**src/rtl/drs_pkg.sv**
```systemverilog
package drs_pkg;
  // Sequencing strobes sent from the control to the datapath
  typedef struct packed {
    logic run;   // counting is active (after the first edge out of reset)
    logic load;  // first edge out of reset: sample settings, start a period
    logic tick;  // last master cycle of a modulator period
  } seqStrobe_t;
endpackage

```
**src/rtl/drs_ctrl.sv**
```systemverilog
module drs_ctrl
  import drs_pkg::*;
#(
  parameter int PRE_SEL_W = 2
) (
  input  logic                 clk,
  input  logic                 rstN,
  input  logic [PRE_SEL_W-1:0] activePre,
  output seqStrobe_t           strobe
);
  // Largest prescale is 2^(2^PRE_SEL_W - 1); its counter needs that many bits
  localparam int PRE_CNT_W = (1 << PRE_SEL_W) - 1;

  logic                 started;
  logic [PRE_CNT_W-1:0] preCnt;
  logic [PRE_CNT_W-1:0] preLast;

  // preLast = 2^activePre - 1, formed as a low-order mask
  always_comb begin
    for (int i = 0; i < PRE_CNT_W; i++) begin
      preLast[i] = (i < int'(activePre));
    end
  end

  always_ff @(posedge clk or negedge rstN) begin
    if (!rstN) begin
      started <= 1'b0;
      preCnt  <= '0;
    end else begin
      started <= 1'b1;
      if (!started || (preCnt == preLast)) preCnt <= '0;
      else                                 preCnt <= preCnt + 1'b1;
    end
  end

  always_comb begin
    strobe.run  = started;
    strobe.load = !started;
    strobe.tick = started && (preCnt == preLast);
  end

  // after a modulator tick the prescaler restarts from zero
  p_prescale_wrap_r1: assert property (@(posedge clk) disable iff (!rstN)
    strobe.tick |=> (preCnt == '0));

  // the prescaler never runs past its limit
  p_prescale_bound_r1: assert property (@(posedge clk) disable iff (!rstN)
    preCnt <= preLast);
endmodule

```
**src/rtl/drs_datapath.sv**
```systemverilog
module drs_datapath
  import drs_pkg::*;
#(
  parameter int PRE_SEL_W     = 2,
  parameter int OSR_SEL_W     = 2,
  parameter int OSR_BASE_LOG2 = 5
) (
  input  logic                 clk,
  input  logic                 rstN,
  input  logic [PRE_SEL_W-1:0] preSel,
  input  logic [OSR_SEL_W-1:0] osrSel,
  input  logic                 hizIdleN,
  input  seqStrobe_t           strobe,
  output logic [PRE_SEL_W-1:0] activePre,
  output logic                 readyOut,
  output logic                 readyOe
);
  localparam int OSR_CNT_W = OSR_BASE_LOG2 + (1 << OSR_SEL_W) - 1;

  logic [OSR_SEL_W-1:0] activeOsr;
  logic [OSR_CNT_W-1:0] osrCnt;
  logic [OSR_CNT_W-1:0] osrInc;
  logic [OSR_CNT_W-1:0] osrLast;
  logic                 frameEnd;
  logic                 pulseQ;

  // osrLast = 2^(activeOsr + base) - 1
  always_comb begin
    for (int i = 0; i < OSR_CNT_W; i++) begin
      osrLast[i] = (i < OSR_BASE_LOG2 + int'(activeOsr));
    end
  end

  assign osrInc   = osrCnt + 1'b1;
  assign frameEnd = strobe.tick && (osrCnt == osrLast);

  always_ff @(posedge clk or negedge rstN) begin
    if (!rstN) begin
      activePre <= '0;
      activeOsr <= '0;
      osrCnt    <= '0;
      pulseQ    <= 1'b0;
    end else if (strobe.load) begin
      activePre <= preSel;
      activeOsr <= osrSel;
      osrCnt    <= '0;
      pulseQ    <= 1'b0;
    end else if (strobe.tick) begin
      if (frameEnd) begin
        activePre <= preSel;
        activeOsr <= osrSel;
        osrCnt    <= '0;
        pulseQ    <= 1'b0;
      end else begin
        osrCnt <= osrInc;
        pulseQ <= (osrInc == osrLast);
      end
    end
  end

  assign readyOut = !pulseQ;
  assign readyOe  = strobe.run && (hizIdleN || pulseQ);

  // the strobe occupies only the last modulator slot of a period
  p_pulse_last_slot_r3: assert property (@(posedge clk) disable iff (!rstN)
    pulseQ |-> (osrCnt == osrLast));

  // the strobe ends on its own at the period boundary
  p_pulse_self_clears_r4: assert property (@(posedge clk) disable iff (!rstN)
    (pulseQ && frameEnd) |=> !pulseQ);

  // active settings change only at a period boundary or the start
  p_setting_hold_r7: assert property (@(posedge clk) disable iff (!rstN)
    ((activeOsr != $past(activeOsr)) || (activePre != $past(activePre)))
      |-> $past(frameEnd || strobe.load));
endmodule

```
**src/rtl/dready_pulse_gen.sv**
```systemverilog
module dready_pulse_gen
  import drs_pkg::*;
#(
  parameter int PRE_SEL_W     = 2,
  parameter int OSR_SEL_W     = 2,
  parameter int OSR_BASE_LOG2 = 5
) (
  input  logic                 clk,
  input  logic                 rstN,
  input  logic [PRE_SEL_W-1:0] preSel,
  input  logic [OSR_SEL_W-1:0] osrSel,
  input  logic                 hizIdleN,
  output logic                 readyOut,
  output logic                 readyOe
);
  seqStrobe_t           strobe;
  logic [PRE_SEL_W-1:0] activePre;

  drs_ctrl #(.PRE_SEL_W(PRE_SEL_W)) u_ctrl (
    .clk       (clk),
    .rstN      (rstN),
    .activePre (activePre),
    .strobe    (strobe)
  );

  drs_datapath #(
    .PRE_SEL_W     (PRE_SEL_W),
    .OSR_SEL_W     (OSR_SEL_W),
    .OSR_BASE_LOG2 (OSR_BASE_LOG2)
  ) u_datapath (
    .clk       (clk),
    .rstN      (rstN),
    .preSel    (preSel),
    .osrSel    (osrSel),
    .hizIdleN  (hizIdleN),
    .strobe    (strobe),
    .activePre (activePre),
    .readyOut  (readyOut),
    .readyOe   (readyOe)
  );

  // pin released and high while reset is held
  p_reset_idle_r6: assert property (@(posedge clk)
    !rstN |-> (readyOut && !readyOe));

  // in released-idle mode the pin is never driven while high
  p_hiz_idle_released_r5: assert property (@(posedge clk) disable iff (!rstN)
    (!hizIdleN && readyOut) |-> !readyOe);
endmodule

```
**config.mk**
```make
export PLATFORM = sky130hd
export DESIGN_NAME = dready_pulse_gen
export DESIGN_NICKNAME = d
export VERILOG_FILES = /design/src/rtl/drs_pkg.sv /design/src/rtl/drs_ctrl.sv /design/src/rtl/drs_datapath.sv /design/src/rtl/dready_pulse_gen.sv
export SDC_FILE = /design/constraint.sdc
export NUM_CORES = 1
export LEC_CHECK = 0
export ABC_CLOCK_PERIOD_IN_PS = 4300
export BUFFER_PORTS_ARGS = -buffer_cell sky130_fd_sc_hd__buf_2
export CAP_MARGIN = 40
export CORE_ASPECT_RATIO = 0.8
export CORE_MARGIN = 2
export CORE_UTILIZATION = 55
export DETAILED_ROUTE_END_ITERATION = 16
export PLACE_DENSITY = 0.74
export SETUP_SLACK_MARGIN = 0.15
export SYNTH_ARGS = -nofsm -noshare
export SYNTH_HDL_FRONTEND = slang
export SYNTH_SLANG_ARGS = --single-unit
```
**constraint.sdc**
```tcl
create_clock -name clk -period 4.3 [get_ports clk]
set_clock_uncertainty 0.1 [all_clocks]
set_input_delay 0.215 -clock clk [delete_from_list [all_inputs] [get_ports clk]]
set_output_delay 0.215 -clock clk [all_outputs]
set_load 0.01 [all_outputs]
```
==> qor.txt, run 1 <==
Yosys top cell area share: 0.3765
Dpl ws: 2263 ps
CP max FO: 7
Placeable core area: 1909 um2
First-pass GRT wire length: 3670 um
Die Y: 44.54 um
Fin area: 1205 um2
Most common cell after layout, fill and taps aside: dfrtp_1
Fin worst setup slack: 2241 ps
Pins Over Slew Limit: 0
Die X: 54.68 um
Synth top area cells: dfrtp_1 (38%), mux2_4 (5.3%), xnor2_1 (4.7%)
Mean area per synthesized cell: 9.999 um2
Final Util: 0.6311
Tcrit/Tclk final: 0.4788
Post-CTS setup buffer count: 0
Total number of yosys warnings: 0
Ys flop type: dfrtp_1
Cell row count: 14
Complex-gate fraction of the synthesized area: 0.1573
Synth area leader: dfrtp_1
Status: finished clean
DP Area: 1167 um2
Num CTS Buffers: 3
Antenna diodes: 0
Sink Count: 17
Setup total negative slack: 0 ps
Layout Nets: 131
CP Cell Sequence: or3_1, a2bb2oi_1, and2_4, o21ai_4, mux2_4
Distinct cell type count after synthesis: 45
Final HPWL DP: 1635 um
Final setup vio count: 0
Post-Syn Area: 1130 um2
Worst path top cell family by delay: simple AND/OR/NAND/NOR gates
DRT iter0 DRCs: 24
CP startpoint kind: flip-flop
Most frequent cells in the layout: dfrtp_1 (17), nand2_1 (12), buf_2 (8), nor2_1 (6), xnor2_1 (6)
Port bufs: 8
VDD IR max: 0.0001801 V
CTS tree: yes
Die area: 2435 um2
Largest net degree at the start of global routing: 18
Pre-antenna DRT Iters: 4
Total number of vias: 856
Fillers: 160
Final hold vios: 0
Max incr delay on CP: 450 ps
Worst Tran Pin Value: 806.9 ps
Root Driver: clkbuf_4
Crit path buffers/inverters: 0
Hold WS: 48.40 ps
Area delta synth->final: 6.645%
#FFs+latches synth: 17
GPL Wtd Cong: 0.8216
CP Class: flip-flop to flip-flop
Crit-path slowest cell: dfrtp_1
Initial Utilization: 0.5917
Initial antenna violation count: 0
Clk_lat worst skew: 290 ps
Mux cell area share after synthesis: 0.06202
Xor-xnor portion of the synthesized cell area: 0.08527
Vias in the first global route: 775
Post-Syn Instances: 113
Share of cells above drive strength 1: 0.1917
CP required: 4380 ps
Adder-cell share of the synthesized area: 0.03322
CTS max path bufs: 2
Arr. time, crit path: 2140 ps
GRT Residual Overflow: 0
H-tree depth: 1
Number of vias per cell: 5.944
Final WL: 2205 um
Clock-pin slew on the worst setup and hold paths: 100 ps
EDFF count, synth: 0
Pleak: 0.5274 nW
Main combinational cell family by area after synthesis: simple AND/OR/NAND/NOR gates
# placed instances: 139
Worst Setup SP: u_datapath.activePre[1]
Fin crit period: 2059 ps
Post-DRT Antenna Nets: 0
Hold_sp: osrSel[0]
Unrepaired setup endpoints after global routing: false
Worst min path class: input port to flip-flop
PD cells: 289.9 nW/um2
Sequential area share after synthesis: 0.3765
WL/cell: 15.31 um
Rel. slew slack: 0.4580
CP endpoint kind: flip-flop
Post-Synth Simple-Gate Area: 0.2370
Total Routing Usage GR: 0.2134
Max Cap Viol: 0
Residual DRC: 0
Final Instance Count excl. Fillers: 144
R2R Path Start: u_datapath.activePre[1]
Syn nets: 123
Resized Gates After CTS: 0
Total power: 349.3 uW
Ports: 9
Max Fclk: 0.4857 GHz
Async set-reset flop share out of synthesis: 1.000
==> where the power goes <==
group          switching [mW]  total [mW]  internal (mW)  leakage (nW)
registers              0.0200       0.191          0.171         0.223
clock network          0.0527      0.0873         0.0346        0.0177
logic                  0.0366      0.0711         0.0345         0.287
==> kinds of logic after synthesis <==
kind of cell               Yosys count
and+or+nand+nor                     46
other                                1
muxes                                5
AOI/OAI and AO/OA                   19
xor gates and xnor gates            11
DFF                                 17
adders and majority gates            3
buffers and inverters               11
==> sequential cells by signal (all words and copies together), names as in the netlist <==
register              cells
u_ctrl.preCnt             3
u_datapath.osrCnt         8
u_ctrl.started            1
u_datapath.activeOsr      2
u_datapath.activePre      2
u_datapath.pulseQ         1
==> final timing paths <==
path                            cells past startpoint                      end  slack (ps)
worst min-delay path                                2  u_datapath.activeOsr[0]          50
worst min register to register                      1        u_datapath.pulseQ         440
worst max register to register                      5  u_datapath.activeOsr[1]        2240
min in group asynchronous                           2     u_datapath.osrCnt[2]         260
worst max-delay path                                5  u_datapath.activeOsr[1]        2240
max in group asynchronous                           2     u_datapath.osrCnt[5]        3550
==> synth_stat cells (2+ instances only) <==
library cell  instances
dfrtp_1              17
nor2_1                6
clkbuf_1              2
nor3_1                3
buf_4                 2
nand2_1              12
buf_2                 2
and4_1                2
and2_1                3
ha_1                  3
inv_1                 5
nor3b_1               2
o211a_1               2
mux2_4                4
nand3_1               4
a21oi_1               2
nor4bb_1              2
xor2_1                5
o21ai_0               3
nand4_1               2
xnor2_1               6
==> worst reg2reg max path: cells and delay by family, from the launching register on <==
family / cells / cell delay (ps)
AND/OR/NAND/NOR: 2 / 630
flip-flops: 1 / 450
AO/OA/AOI/OAI: 2 / 440
multiplexers: 1 / 330
==> repair_timing <==
action	4_1_cts	5_1_grt
endpoints found under the hold margin	17	0
endpoints found under the setup margin	0	0
hold buffers	1	0
==> area by class of cell <==
class                           count  area (um2)  area share
Clock buffer                        3       22.52     0.01869
Clock inverter                      1       5.005    0.004154
Inverter                            5       18.77     0.01558
Multi-Input combinational cell     85       653.1      0.5421
Sequential cell                    17       425.4      0.3531
Tap cell                           24       30.03     0.02492
Timing Repair Buffer                9       50.05     0.04154
==> per-layer routing <==
metal | up-vias | routed length, um | global-route usage
met5 | - | 0 | 0
met4 | 0 | 0 | 0.03000
met3 | 0 | 107 | 0.06081
met2 | 23 | 1077 | 0.3571
met1 | 416 | 1021 | 0.2781
li1 | 417 | - | -
Note: power is estimated with default switching activity, not from simulation.
==> run 2: changes to the inputs <==
ABC_CLOCK_PERIOD_IN_PS = 1900   (was 4300)
clock period = 1.9 ns   (was 4.3 ns; I/O delays follow)
==> run 2 against run 1 <==
Net effect: cell count grew 26%; routed wire length grew 50%; utilization grew 21 points; sequential cell count is the same; combinational power grew to 4.6 times the previous value; clock power grew 130%; critical endpoint is now u_datapath.activePre[0]; largest power group unchanged; global-route usage grew 7.2 points; sequential share of layout area shrank 8.7 points; register-to-register slack lost 2300 ps; the flow now finishes with violations (setup timing); count of clock-buffer cells in the layout grew 1.
==> qor.txt, run 2 (synthesis results as in run 1) <==
Status: finished, violations left
Failing checks: setup timing
PD cells: 591.2 nW/um2
Clock-pin slew on the worst setup and hold paths: 100 ps
Combinational power share: 0.346
Fin area: 1610 um2
CP required: 2000 ps
Placeable core area: 1909 um2
GPL Wtd Cong: 0.8629
Largest net degree at the start of global routing: 18
Sink Count: 17
Most common cell after layout, fill and taps aside: buf_4
Worst Tran Pin Value: 499.1 ps
Path depth of the worst reg2reg path: 5
Pins Over Slew Limit: 0
Total Routing Usage GR: 0.2858
Switching portion of total power: 0.3198
Fillers: 107
Tcrit/Tclk final: 1.044
Ports: 9
First-pass GRT wire length: 4843 um
H-tree depth: 1
CTS max path bufs: 2
Initial antenna violation count: 0
Sw power: 304.4 uW
Port bufs: 8
CP endpoint kind: flip-flop
Area delta synth->final: 42.52%
Internal Pwr Total: 647.5 uW
Setup slack, reg-to-reg: -80 ps
CP startpoint kind: flip-flop
Share of cells above drive strength 1: 0.4268
Max Cap Viol: 0
CP Class: flip-flop to flip-flop
DRT iter0 DRCs: 64
Layout Nets: 168
Most frequent cells in the layout: buf_4 (29), dfrtp_1 (14), nand2_1 (11), buf_2 (8), nor2_1 (6)
Final HPWL DP: 1967 um
Final setup vio count: 8
Clock power frac: 0.215
Worst min path class: input port to async pin
Final Util: 0.8434
Unrepaired setup endpoints after global routing: true
Final WL: 3316 um
Register area: 429.2 um2
Worst Setup EP: u_datapath.activePre[0]
Worst Setup SP: u_ctrl.preCnt[2]
Antenna diodes: 0
Rel. slew slack: 0.6647
Root Driver: clkbuf_4
Die Y: 44.54 um
Die area: 2435 um2
Clk_lat worst skew: 300 ps
Number of vias per cell: 6.099
VDD IR max: 0.0006648 V
Die X: 54.68 um
Residual DRC: 0
Post-DRT Antenna Nets: 0
CP max FO: 5
Largest regs: u_datapath.osrCnt: 8 flops, u_ctrl.preCnt: 3 flops
Fin crit period: 1984 ps
Cell row count: 14
Max Fclk: 0.5040 GHz
Sequential power share: 0.439
CTS tree: yes
Multi-input gate area: 753.2 um2
Initial Utilization: 0.5917
Critical R2R Capture: u_datapath.activePre[0]
DP Area: 1381 um2
Most flops, register: u_datapath.osrCnt
Pleak: 0.7221 nW
Vias in the first global route: 1060
WL/cell: 18.32 um
Num CTS Buffers: 3
Total number of vias: 1104
R2R Path Start: u_ctrl.preCnt[2]
GRT Residual Overflow: 0
Pre-antenna DRT Iters: 6
Fin worst setup slack: -83.95 ps
Max reg flops: 8
Final hold vios: 0
Arr. time, crit path: 2080 ps
[run 2: cell count changes in the layout (fill, tap and decap cells not counted), sizes merged]
| cell | before | now |
|---|---|---|
| clkinv | 1 | 0 |
| clkbuf | 3 | 4 |
| dlygate4sd3 | 1 | 5 |
| buf | 8 | 41 |
[run 2: critical path, cell delays in order, from the launching register on]
cell and delay [ps]:
dfrtp_1 430, or3_4 420, a21o_1 180, and2_4 150, o21ai_4 250, mux2_4 340
[run 2: final cells by class]
type	instances	area share
inverter	5	0.01166
clock buffer	4	0.01632
timing repair buffer	46	0.2191
tap	24	0.01865
sequential	17	0.2665
multi-input combinational	85	0.4678
[run 2: worst min path at each step]
| stage | slack [ps] | end |
|---|---|---|
| 2_1_floorplan | -300 | u_ctrl.preCnt[0] |
| 3_3_place_gp | -70 | u_datapath.osrCnt[2] |
| 3_5_place_dp | -60 | u_datapath.osrCnt[4] |
| 4_1_cts | 160 | u_ctrl.started |
| 5_1_grt | 200 | u_ctrl.preCnt[0] |
| 6_report | 140 | u_ctrl.started |
[run 2: per-layer routing]
| metal | part of all wire | track usage | up-vias |
|---|---|---|---|
| li1 | - | - | 495 |
| met1 | 0.41 | 0.3176 | 543 |
| met2 | 0.51 | 0.5000 | 50 |
| met3 | 0.056 | 0.1014 | 16 |
| met4 | 0.030 | 0.09500 | 0 |
| met5 | 0 | 0 | - |
[run 2: power groups by stage]
stage	Clock (mW)	Sequential [mW]	Combinational, mW
floorplan	0	0.420	0.142
global placement	0	0.420	0.244
detailed placement	0	0.420	0.252
CTS	0.198	0.414	0.274
global route	0.213	0.421	0.349
finish	0.205	0.418	0.329
[run 2: per-stage QoR]
step / total power, mW / std cells / setup TNS, ps / hold slack [ps] / setup slack, ps
final: 0.9519 / 181 / -439.7 / 137.4 / -83.95
after global routing: 0.9833 / 181 / -885.9 / 195.2 / -109.3
after CTS: 0.8867 / 175 / -111.4 / 158.5 / -29.00
after detailed placement: 0.6724 / 164 / 0 / -58.37 / 7.132
after global placement: 0.6636 / 164 / 0 / -68.03 / 36.53
after floorplan: 0.5625 / 113 / 0 / -300.6 / 23.34
[run 2: repair_timing]
action	CTS	global route
pin swaps	1	2
hold endpoints to repair	21	0
resized for setup	7	13
setup endpoints to repair	11	14
buffers inserted	2	6
hold buffers	5	0
==> run 3: changes to the inputs <==
==> constraint.sdc (replaced) <==
create_clock -name clk -period 1.9 [get_ports clk]
set_clock_uncertainty 0.1 [all_clocks]
set_input_delay 0.38 -clock clk [delete_from_list [all_inputs] [get_ports clk]]
set_output_delay 0.38 -clock clk [all_outputs]
set_load 0.01 [all_outputs]
==> run 3 against run 2 <==
Net effect: the flow still finishes with violations (setup timing); combinational power fell by 2%; first-iteration DRC count shrank 34%; sequential share of layout area rose by 0.66 points; count of clock-buffer cells in the layout unchanged; routed wire length is 1.5% lower; largest power group unchanged; critical path depth is the same; maximum frequency decreased by 0.41%; non-clock buffer count decreased by 5; worst hold slack gained 63 ps.
==> qor.txt, run 3 (synthesis results as in run 1) <==
Vias in the first global route: 1004
Hold path cells: 2
Post-DRT Antenna Nets: 0
Antenna diodes: 0
Fin crit period: 1992 ps
Failing checks: setup timing
CP endpoint kind: flip-flop
Hold_sp: osrSel[0]
Unrepaired setup endpoints after global routing: true
GRT Residual Overflow: 0
Crit path buffers/inverters: 0
Root Driver: clkbuf_4
Num CTS Buffers: 3
Final setup vio count: 8
Pre-antenna DRT Iters: 4
Max incr delay on CP: 430 ps
CP Cell Sequence: or3_4, a21o_1, and2_4, o21ai_4, mux2_4
Die area: 2435 um2
Fin worst setup slack: -92.14 ps
CTS tree: yes
Pins Over Slew Limit: 0
Final Instance Count excl. Fillers: 176
Path depth of the worst reg2reg path: 5
Most frequent cells in the layout: buf_4 (28), dfrtp_1 (14), nand2_1 (11), buf_2 (8), nor2_1 (6)
Final hold vios: 0
Arr. time, crit path: 2090 ps
Hold endpoint: u_datapath.activeOsr[0]
Multi-input gate area: 762.0 um2
Sink Count: 17
Placeable core area: 1909 um2
PD cells: 598.5 nW/um2
Most flops, register: u_datapath.osrCnt
Pleak: 0.7025 nW
Largest regs: u_datapath.osrCnt: 8 flops, u_ctrl.preCnt: 3 flops
Residual DRC: 0
Final WL: 3265 um
DRT iter0 DRCs: 42
CP required: 2000 ps
First-pass GRT wire length: 4547 um
Initial Utilization: 0.5917
Initial antenna violation count: 0
WL/cell: 18.55 um
CP startpoint kind: flip-flop
CP Class: flip-flop to flip-flop
Worst path top cell family by delay: simple AND/OR/NAND/NOR gates
Final HPWL DP: 1967 um
Total Routing Usage GR: 0.2654
Clock-pin slew on the worst setup and hold paths: 100 ps
Tcrit/Tclk final: 1.048
VDD IR max: 0.0006274 V
Max Cap Viol: 0
Die X: 54.68 um
Setup slack, reg-to-reg: -90 ps
Cell row count: 14
Ports: 9
Port bufs: 8
Status: finished, violations left
Critical R2R Capture: u_datapath.activePre[0]
Fillers: 112
R2R Path Start: u_ctrl.preCnt[2]
Total number of vias: 1081
Register area: 429.2 um2
Max reg flops: 8
Clk_lat worst skew: 300 ps
Die Y: 44.54 um
Final Util: 0.8231
Worst min path class: input port to flip-flop
# placed instances: 164
GPL Wtd Cong: 0.8629
Max Fclk: 0.5020 GHz
Share of cells above drive strength 1: 0.4474
Layout Nets: 163
Number of vias per cell: 6.142
Largest net degree at the start of global routing: 18
Crit-path slowest cell: dfrtp_1
CTS max path bufs: 2
CP max FO: 5
Most common cell after layout, fill and taps aside: buf_4
H-tree depth: 1
Area delta synth->final: 39.09%
run 3: changes by cell type in the layout (fill, tap and decap cells not counted):
| cell | change |
|---|---|
| o21ai_0 | -1 |
| o21ai_2 | +1 |
| nor3_2 | +1 |
| dlygate4sd3_1 | -4 |
| nor3_1 | -1 |
| buf_4 | -1 |
run 3: where the power goes:
part | internal, mW | switching, mW | leakage, nW
clock network | 0.0820 | 0.118 | 0.0150
registers | 0.388 | 0.0312 | 0.219
logic | 0.170 | 0.152 | 0.468
total | 0.640 | 0.301 | 0.703
run 3: worst max path at each step:
stage / depth (start not counted) / from / slack, ps / endpoint
after detailed placement: 5 / u_ctrl.preCnt[2] / 7 / u_datapath.activeOsr[1]
final: 5 / u_ctrl.preCnt[2] / -90 / u_datapath.activePre[0]
after floorplan: 5 / u_ctrl.preCnt[2] / 20 / u_datapath.activeOsr[0]
after CTS: 5 / u_ctrl.preCnt[2] / -30 / u_datapath.activeOsr[1]
after global routing: 5 / u_ctrl.preCnt[2] / -120 / u_datapath.activePre[0]
after global placement: 5 / u_datapath.activeOsr[0] / 40 / u_datapath.activeOsr[0]
run 3: final cells by class:
class,count,area share
Tap cell,24,0.01911
Sequential cell,17,0.2731
Timing Repair Buffer,41,0.1943
Inverter,5,0.01194
Multi-Input combinational cell,85,0.4849
Clock buffer,4,0.01672
run 3: stage by stage:
step                setup TNS [ps]  power [mW]  setup slack [ps]  hold slack (ps)  area [um2]
global placement                 0      0.6636             36.53            217.0        1381
floorplan                        0      0.5625             23.34           -15.59        1156
global route                -986.9      0.9835            -118.6            180.8        1572
finish                      -497.7      0.9406            -92.14            200.2        1572
CTS                         -111.4      0.8806            -29.00            206.3        1463
detailed placement               0      0.6724             7.132            226.6        1381
run 3: what timing repair did:
item,in CTS,in global routing
hold buffers,1,0
pin swaps,1,3
setup buffers,2,5
hold endpoints to repair,17,0
resized for setup,7,16
endpoints found under the setup margin,11,13
run 3: metal layers:
metal  up-vias  wire, um  GRT usage
li1        486         -          -
met5         -         0          0
met3         9       223    0.09459
met2        62      1639     0.4357
met1       524      1319     0.3155
met4         0        82     0.1000
